==> src/rtl/dccsr_gate_pkg.sv <==
package dccsr_gate_pkg;

    typedef enum logic [1:0] {
        VK_NONE  = 2'd0,
        VK_UNDEF = 2'd1,
        VK_TRAP  = 2'd2,
        VK_ALLOW = 2'd3
    } verdict_kind_e;

    typedef struct packed {
        verdict_kind_e kind;
        logic [1:0]    target;
    } verdict_t;

    typedef struct packed {
        logic base64;
        logic halted;
        logic ign_dbg;
        logic fgt;
        logic l2_on;
        logic l3_on;
        logic l1_comms;
        logic l2_fg;
        logic l2_all;
        logic l2_dexc;
        logic l2_dacc;
        logic l3_fg;
        logic l3_dacc;
        logic sd_prio;
        logic sd_now;
    } trap_ctrl_t;

    typedef enum logic {
        ST_IDLE = 1'b0,
        ST_RESP = 1'b1
    } gate_state_e;

endpackage

==> src/rtl/dccsr_enc_match.sv <==
module dccsr_enc_match #(
    parameter logic [1:0] OP0 = 2'd2,
    parameter logic [2:0] OP1 = 3'd3,
    parameter logic [3:0] CRN = 4'd0,
    parameter logic [3:0] CRM = 4'd1,
    parameter logic [2:0] OP2 = 3'd0
) (
    input  logic [1:0] op0,
    input  logic [2:0] op1,
    input  logic [3:0] crn,
    input  logic [3:0] crm,
    input  logic [2:0] op2,
    output logic       hit
);
    localparam int ENC_W = 16;
    localparam logic [ENC_W-1:0] KEY = {OP0, OP1, CRN, CRM, OP2};

    assign hit = ({op0, op1, crn, crm, op2} == KEY);
endmodule

==> src/rtl/dccsr_trap_resolver.sv <==
module dccsr_trap_resolver
    import dccsr_gate_pkg::*;
(
    input  logic [1:0] level,
    input  trap_ctrl_t c,
    output verdict_t   v
);
    logic fg3, da3, fg2, pair2, all2;

    // Presence and feature gating of every control
    assign fg3   = c.l3_on & c.fgt & c.l3_fg;
    assign da3   = c.l3_on & c.l3_dacc;
    assign fg2   = c.l2_on & c.fgt & c.l2_fg;
    assign pair2 = c.l2_on & (c.l2_dexc | c.l2_dacc);
    assign all2  = c.l2_on & c.l2_all;

    function automatic verdict_t mk(input verdict_kind_e k, input logic [1:0] t);
        verdict_t r;
        r.kind   = k;
        r.target = t;
        return r;
    endfunction

    // Upper-level trap, demoted to undefined under the secure-debug condition
    function automatic verdict_t up3(input logic sd);
        return sd ? mk(VK_UNDEF, 2'd0) : mk(VK_TRAP, 2'd3);
    endfunction

    always_comb begin
        v = mk(VK_ALLOW, 2'd0);
        if (!c.base64) begin
            v = mk(VK_UNDEF, 2'd0);
        end else if (c.halted && c.ign_dbg) begin
            v = mk(VK_ALLOW, 2'd0);
        end else begin
            unique case (level)
                2'd0, 2'd1: begin
                    if (fg3 && c.sd_prio)
                        v = mk(VK_UNDEF, 2'd0);
                    else if (da3 && c.sd_prio)
                        v = mk(VK_UNDEF, 2'd0);
                    else if (level == 2'd0 && c.l1_comms)
                        v = mk(VK_TRAP, all2 ? 2'd2 : 2'd1);
                    else if (fg2)
                        v = mk(VK_TRAP, 2'd2);
                    else if (pair2 || (level == 2'd0 && all2))
                        v = mk(VK_TRAP, 2'd2);
                    else if (fg3 || da3)
                        v = up3(c.sd_now);
                end
                2'd2: begin
                    if ((fg3 || da3) && c.sd_prio)
                        v = mk(VK_UNDEF, 2'd0);
                    else if (fg3 || da3)
                        v = up3(c.sd_now);
                end
                2'd3: v = mk(VK_ALLOW, 2'd0);
                default: v = mk(VK_ALLOW, 2'd0);
            endcase
        end
    end
endmodule

==> src/rtl/dccsr_word_former.sv <==
module dccsr_word_former #(
    parameter int DATA_W = 64,
    parameter int RX_POS = 30,
    parameter int TX_POS = 29
) (
    input  logic              rx,
    input  logic              tx,
    output logic [DATA_W-1:0] word
);
    for (genvar i = 0; i < DATA_W; i++) begin : g_bit
        if (i == RX_POS) begin : g_rx
            assign word[i] = rx;
        end else if (i == TX_POS) begin : g_tx
            assign word[i] = tx;
        end else begin : g_zero
            assign word[i] = 1'b0;
        end
    end
endmodule

==> src/rtl/dccsr_status_gate.sv <==
module dccsr_status_gate
    import dccsr_gate_pkg::*;
#(
    parameter int          DATA_W = 64,
    parameter int          RX_POS = 30,
    parameter int          TX_POS = 29,
    parameter int          EC_W   = 6,
    parameter logic [5:0]  EC_VAL = 6'h18
) (
    input  logic              clk,
    input  logic              rst_n,
    input  logic              req_valid,
    input  logic [1:0]        req_op0,
    input  logic [2:0]        req_op1,
    input  logic [3:0]        req_crn,
    input  logic [3:0]        req_crm,
    input  logic [2:0]        req_op2,
    input  logic [1:0]        cur_level,
    input  logic              feat_base64,
    input  logic              halted,
    input  logic              ign_dbg_traps,
    input  logic              feat_fgt,
    input  logic              l2_en,
    input  logic              l3_en,
    input  logic              l1_comms_trap,
    input  logic              l2_fg_comms_trap,
    input  logic              l2_route_all,
    input  logic              l2_dbg_exc_trap,
    input  logic              l2_dbg_acc_trap,
    input  logic              l3_fg_comms_trap,
    input  logic              l3_dbg_acc_trap,
    input  logic              sd_undef_prio,
    input  logic              sd_undef_now,
    input  logic              rx_full,
    input  logic              tx_full,
    output logic              rsp_valid,
    output logic              rsp_undef,
    output logic              rsp_trap,
    output logic              rsp_allow,
    output logic [1:0]        rsp_target,
    output logic [EC_W-1:0]   rsp_class,
    output logic [DATA_W-1:0] rsp_data
);
    localparam logic [EC_W-1:0] CLASS_TRAP = EC_W'(EC_VAL);

    gate_state_e       state_q, state_d;
    logic              enc_hit, take;
    trap_ctrl_t        ctrl;
    verdict_t          verdict;
    logic [DATA_W-1:0] status_word;

    dccsr_enc_match u_match (
        .op0 (req_op0),
        .op1 (req_op1),
        .crn (req_crn),
        .crm (req_crm),
        .op2 (req_op2),
        .hit (enc_hit)
    );

    assign ctrl = '{
        base64:   feat_base64,
        halted:   halted,
        ign_dbg:  ign_dbg_traps,
        fgt:      feat_fgt,
        l2_on:    l2_en,
        l3_on:    l3_en,
        l1_comms: l1_comms_trap,
        l2_fg:    l2_fg_comms_trap,
        l2_all:   l2_route_all,
        l2_dexc:  l2_dbg_exc_trap,
        l2_dacc:  l2_dbg_acc_trap,
        l3_fg:    l3_fg_comms_trap,
        l3_dacc:  l3_dbg_acc_trap,
        sd_prio:  sd_undef_prio,
        sd_now:   sd_undef_now
    };

    dccsr_trap_resolver u_resolve (
        .level (cur_level),
        .c     (ctrl),
        .v     (verdict)
    );

    dccsr_word_former #(
        .DATA_W (DATA_W),
        .RX_POS (RX_POS),
        .TX_POS (TX_POS)
    ) u_word (
        .rx   (rx_full),
        .tx   (tx_full),
        .word (status_word)
    );

    assign take = req_valid & enc_hit;

    // Next-state decision
    always_comb begin
        state_d = state_q;
        unique case (state_q)
            ST_IDLE: state_d = take ? ST_RESP : ST_IDLE;
            ST_RESP: state_d = take ? ST_RESP : ST_IDLE;
            default: state_d = ST_IDLE;
        endcase
    end

    // State register
    always_ff @(posedge clk or negedge rst_n) begin
        if (!rst_n) state_q <= ST_IDLE;
        else        state_q <= state_d;
    end

    // Registered verdict outputs
    always_ff @(posedge clk or negedge rst_n) begin
        if (!rst_n) begin
            rsp_undef  <= 1'b0;
            rsp_trap   <= 1'b0;
            rsp_allow  <= 1'b0;
            rsp_target <= 2'd0;
            rsp_class  <= '0;
            rsp_data   <= '0;
        end else if (take) begin
            rsp_undef  <= (verdict.kind == VK_UNDEF);
            rsp_trap   <= (verdict.kind == VK_TRAP);
            rsp_allow  <= (verdict.kind == VK_ALLOW);
            rsp_target <= (verdict.kind == VK_TRAP) ? verdict.target : 2'd0;
            rsp_class  <= (verdict.kind == VK_TRAP) ? CLASS_TRAP : '0;
            rsp_data   <= (verdict.kind == VK_ALLOW) ? status_word : '0;
        end else begin
            rsp_undef  <= 1'b0;
            rsp_trap   <= 1'b0;
            rsp_allow  <= 1'b0;
            rsp_target <= 2'd0;
            rsp_class  <= '0;
            rsp_data   <= '0;
        end
    end

    assign rsp_valid = (state_q == ST_RESP);
endmodule

==> config.mk <==
export PLATFORM = sky130hd
export DESIGN_NAME = dccsr_status_gate
export DESIGN_NICKNAME = d
export VERILOG_FILES = /design/src/rtl/dccsr_gate_pkg.sv /design/src/rtl/dccsr_enc_match.sv /design/src/rtl/dccsr_trap_resolver.sv /design/src/rtl/dccsr_word_former.sv /design/src/rtl/dccsr_status_gate.sv
export SDC_FILE = /design/constraint.sdc
export NUM_CORES = 1
export LEC_CHECK = 0
export ABC_AREA = 1
export BUFFER_PORTS_ARGS = -buffer_cell sky130_fd_sc_hd__buf_2
export CAP_MARGIN = 15
export CORE_ASPECT_RATIO = 1.4
export CORE_UTILIZATION = 33
export CTS_BUF_LIST = sky130_fd_sc_hd__clkbuf_4
export CTS_CLUSTER_SIZE = 24
export DETAILED_ROUTE_END_ITERATION = 16
export PLACE_DENSITY_LB_ADDON = 0.12
export SETUP_SLACK_MARGIN = 0.2
export SLEW_MARGIN = 40
export SYNTH_ARGS = -nofsm -noshare
export SYNTH_HDL_FRONTEND = slang
export SYNTH_SLANG_ARGS = --single-unit
==> constraint.sdc <==
create_clock -name clk -period 1.4 [get_ports clk]
set_input_delay 0.07 -clock clk [delete_from_list [all_inputs] [get_ports clk]]
set_output_delay 0.07 -clock clk [all_outputs]
set_load 0.05 [all_outputs]
==> run_results.csv <==
group,metric,value,unit
power_and_ir_drop,p_leak,0.707,nW
outcome,status,"complete, no violations",
sta,fin_crit,0.915,ns
sta,hold_violations,0,
hold_path,min_path_type,"primary input to flop",
routing,drtPass1Iterations,4,
final_layout,area_growth,4.68,%
final_layout,num_antenna_cells,0,
cts,hold_buffers,1,
die,fp.dieH,67.7,um
logic_synthesis,synth_area_leaders,"buf_4 50%, dfrtp_1 20%, nand2_1 7.0%",
power_and_ir_drop,power_density,845,mW/mm^2
logic_synthesis,netlist_area,0.00102,mm^2
global_routing,grt_pass1_wl,2300,um
global_routing,antenna_found_initial,0,
sta,rsz0062_at_grt,"no",
final_layout,fin_nets,229,
sta,final_max_slew_viol_count,0,
global_routing,grt.overflow.total,0,
logic_synthesis,yosysTopAreaCell,"buf_4",
global_routing,grt_pass1_vias,586,
setup_path,path_buf_inv,1,
setup_path,cpPeakStageDelay,0.34,ns
routing,drc,0,
cts,clkTransAtPathRegs,0.05,ns
cts,cts_buffers,3,
final_layout,nFillCells,342,
setup_path,crit_path_end_kind,"output port",
flow_run,max-cap-violations,0,
cts,cts_root_buffer,"clkbuf_4",
global_routing,track_usage,0.0879,
cts,htreeDepth,1,
cts,cts_tree,"done",
power_and_ir_drop,power,899,uW
setup_path,cp-start-kind,"flop",
final_layout,seq_area,200,um^2
die,rows,23,
sta,final.setup.tns,0,ns
setup_path,cpMaxStageDelayCell,"dfrtp_1",
cts,clock-sinks,8,
logic_synthesis,ys.warnings.count,0,
routing,routed_wl,1590,um
placed_design,dp_hpwl,1490,um
routing,antenna_left,0,
power_and_ir_drop,peakVddDrop,0.000298,V
setup_path,cpLargestDelayFamily,"flip-flops",
setup_path,cp_cell_sequence,"buf_2",
die,core_area,0.00291,mm^2
sta,post-route-period-util,0.654,
final_layout,drive_above_1_share,0.307,
sta,max_freq,1090,MHz
global_routing,grt_max_degree,9,
sta,fin_ws,0.485,ns
logic_synthesis,syn_area_per_cell,7.21,um^2
routing,vias_per_cell,3.41,
routing,avgRoutedWirePerCell,7.04,um
cts,cts_setup_buffers,0,
logic_synthesis,ys_seq_area_frac,0.197,
die,die_x,48.9,um
logic_synthesis,synthCells,141,
setup_path,critPathKind,"flop to output port",
logic_synthesis,ys_types,21,
logic_synthesis,synth-seq-cells,8,
placed_design,io_buffers,47,
final_layout,multi_input_area,504,um^2
die,io_pins,114,
routing,vias,770,
logic_synthesis,yosys.area.top_type_share,0.502,
die,dieArea,0.00331,mm^2
placed_design,preCtsSetupSlack,0.227,ns
sta,setup_viol,0,
setup_path,path_max_fanout,3,
die,initial_core_util,0.350,
routing,drtIter0Drc,5,
setup_path,arrival,0.84,ns
setup_path,crit_required,1.33,ns
cts,cts_buffer_depth,2,
cts,cts_resized,0,
placed_design,place_congestion,0.733,
-- per-stage QoR --
| stage | area (um^2) | utilization | hold WS (ns) | instances |
|---|---|---|---|---|
| after global placement | 1030 | 0.355 | -0.0866 | 222 |
| after floorplan | 1260 | - | -0.226 | 206 |
| after CTS | 1060 | 0.366 | 0.0437 | 226 |
| final | 1060 | 0.366 | 0.0500 | 226 |
| after global routing | 1060 | 0.366 | 0.0488 | 226 |
| after detailed placement | 1030 | 0.355 | -0.0879 | 222 |
-- cells in the final DEF (no fill, tap or decap), drive strengths merged --
cell	count
a21oi	2
buf	47
clkbuf	3
clkinv	1
conb	66
dfrtp	8
dlygate4sd3	1
inv	11
nand2	20
nand3	6
nand3b	1
nand4	3
nor2	10
nor3	5
o21ai	4
or2	1
-- logic make-up (layout without fill, tap and decap cells) --
family,Yosys count,after routing,share of synthesized area
compound gates,6,6,0.0296
flops,8,8,0.197
buf+inv,80,63,0.547
other cells,1,66,0.00369
simple gates,46,46,0.223
-- routing by layer --
metal,track usage,part of all wire,vias to the layer above
met5,0,0,-
met1,0.0864,0.33,308
met2,0.174,0.54,62
met3,0.0180,0.12,0
li1,-,-,400
met4,0.0441,0,0
-- synth_stat cells --
| cell type | count |
|---|---|
| nand3_1 | 5 |
| a21oi_1 | 2 |
| nand2_1 | 19 |
| nor2_1 | 9 |
| nand3b_1 | 1 |
| nor3_1 | 3 |
| buf_4 | 68 |
| nand4_1 | 2 |
| clkinv_1 | 1 |
| nand3_2 | 1 |
| conb_1 | 1 |
| or2_0 | 1 |
| o21ai_0 | 2 |
| inv_1 | 9 |
| o21ai_1 | 2 |
| nand2_2 | 1 |
| nor3_2 | 2 |
| dfrtp_1 | 8 |
| nand4_2 | 1 |
| inv_2 | 2 |
| nor2_2 | 1 |
-- state kept, by name, summed over array words and instances, names as in the netlist --
signal,flops
rsp_valid,1
rsp_undef,1
rsp_data,2
rsp_class,1
rsp_target,2
rsp_allow,1
-- worst paths after layout --
path                              start      endpoint  depth (start not counted)
max in group asynchronous         rst_n     rsp_undef                          2
worst max-delay path       rsp_class[3]  rsp_class[3]                          1
min in group asynchronous         rst_n  rsp_class[3]                          2
worst min-delay path            rx_full  rsp_data[30]                          3
-- power by group --
| group | switching, mW | internal, mW | leakage [nW] | total [mW] |
|---|---|---|---|---|
| clock | 0.0639 | 0.0971 | 0.0138 | 0.161 |
| sequential | 0.000000184 | 0.232 | 0.112 | 0.232 |
| combinational | 0.448 | 0.0587 | 0.582 | 0.506 |
-- final cells by class --
type / count / share of cell area
clock buffer: 3 / 0.0212
multi-input combinational: 118 / 0.474
sequential: 8 / 0.188
inverter: 12 / 0.0424
timing repair buffer: 48 / 0.231
tap: 37 / 0.0435
Power figures use the tool's default switching activity.
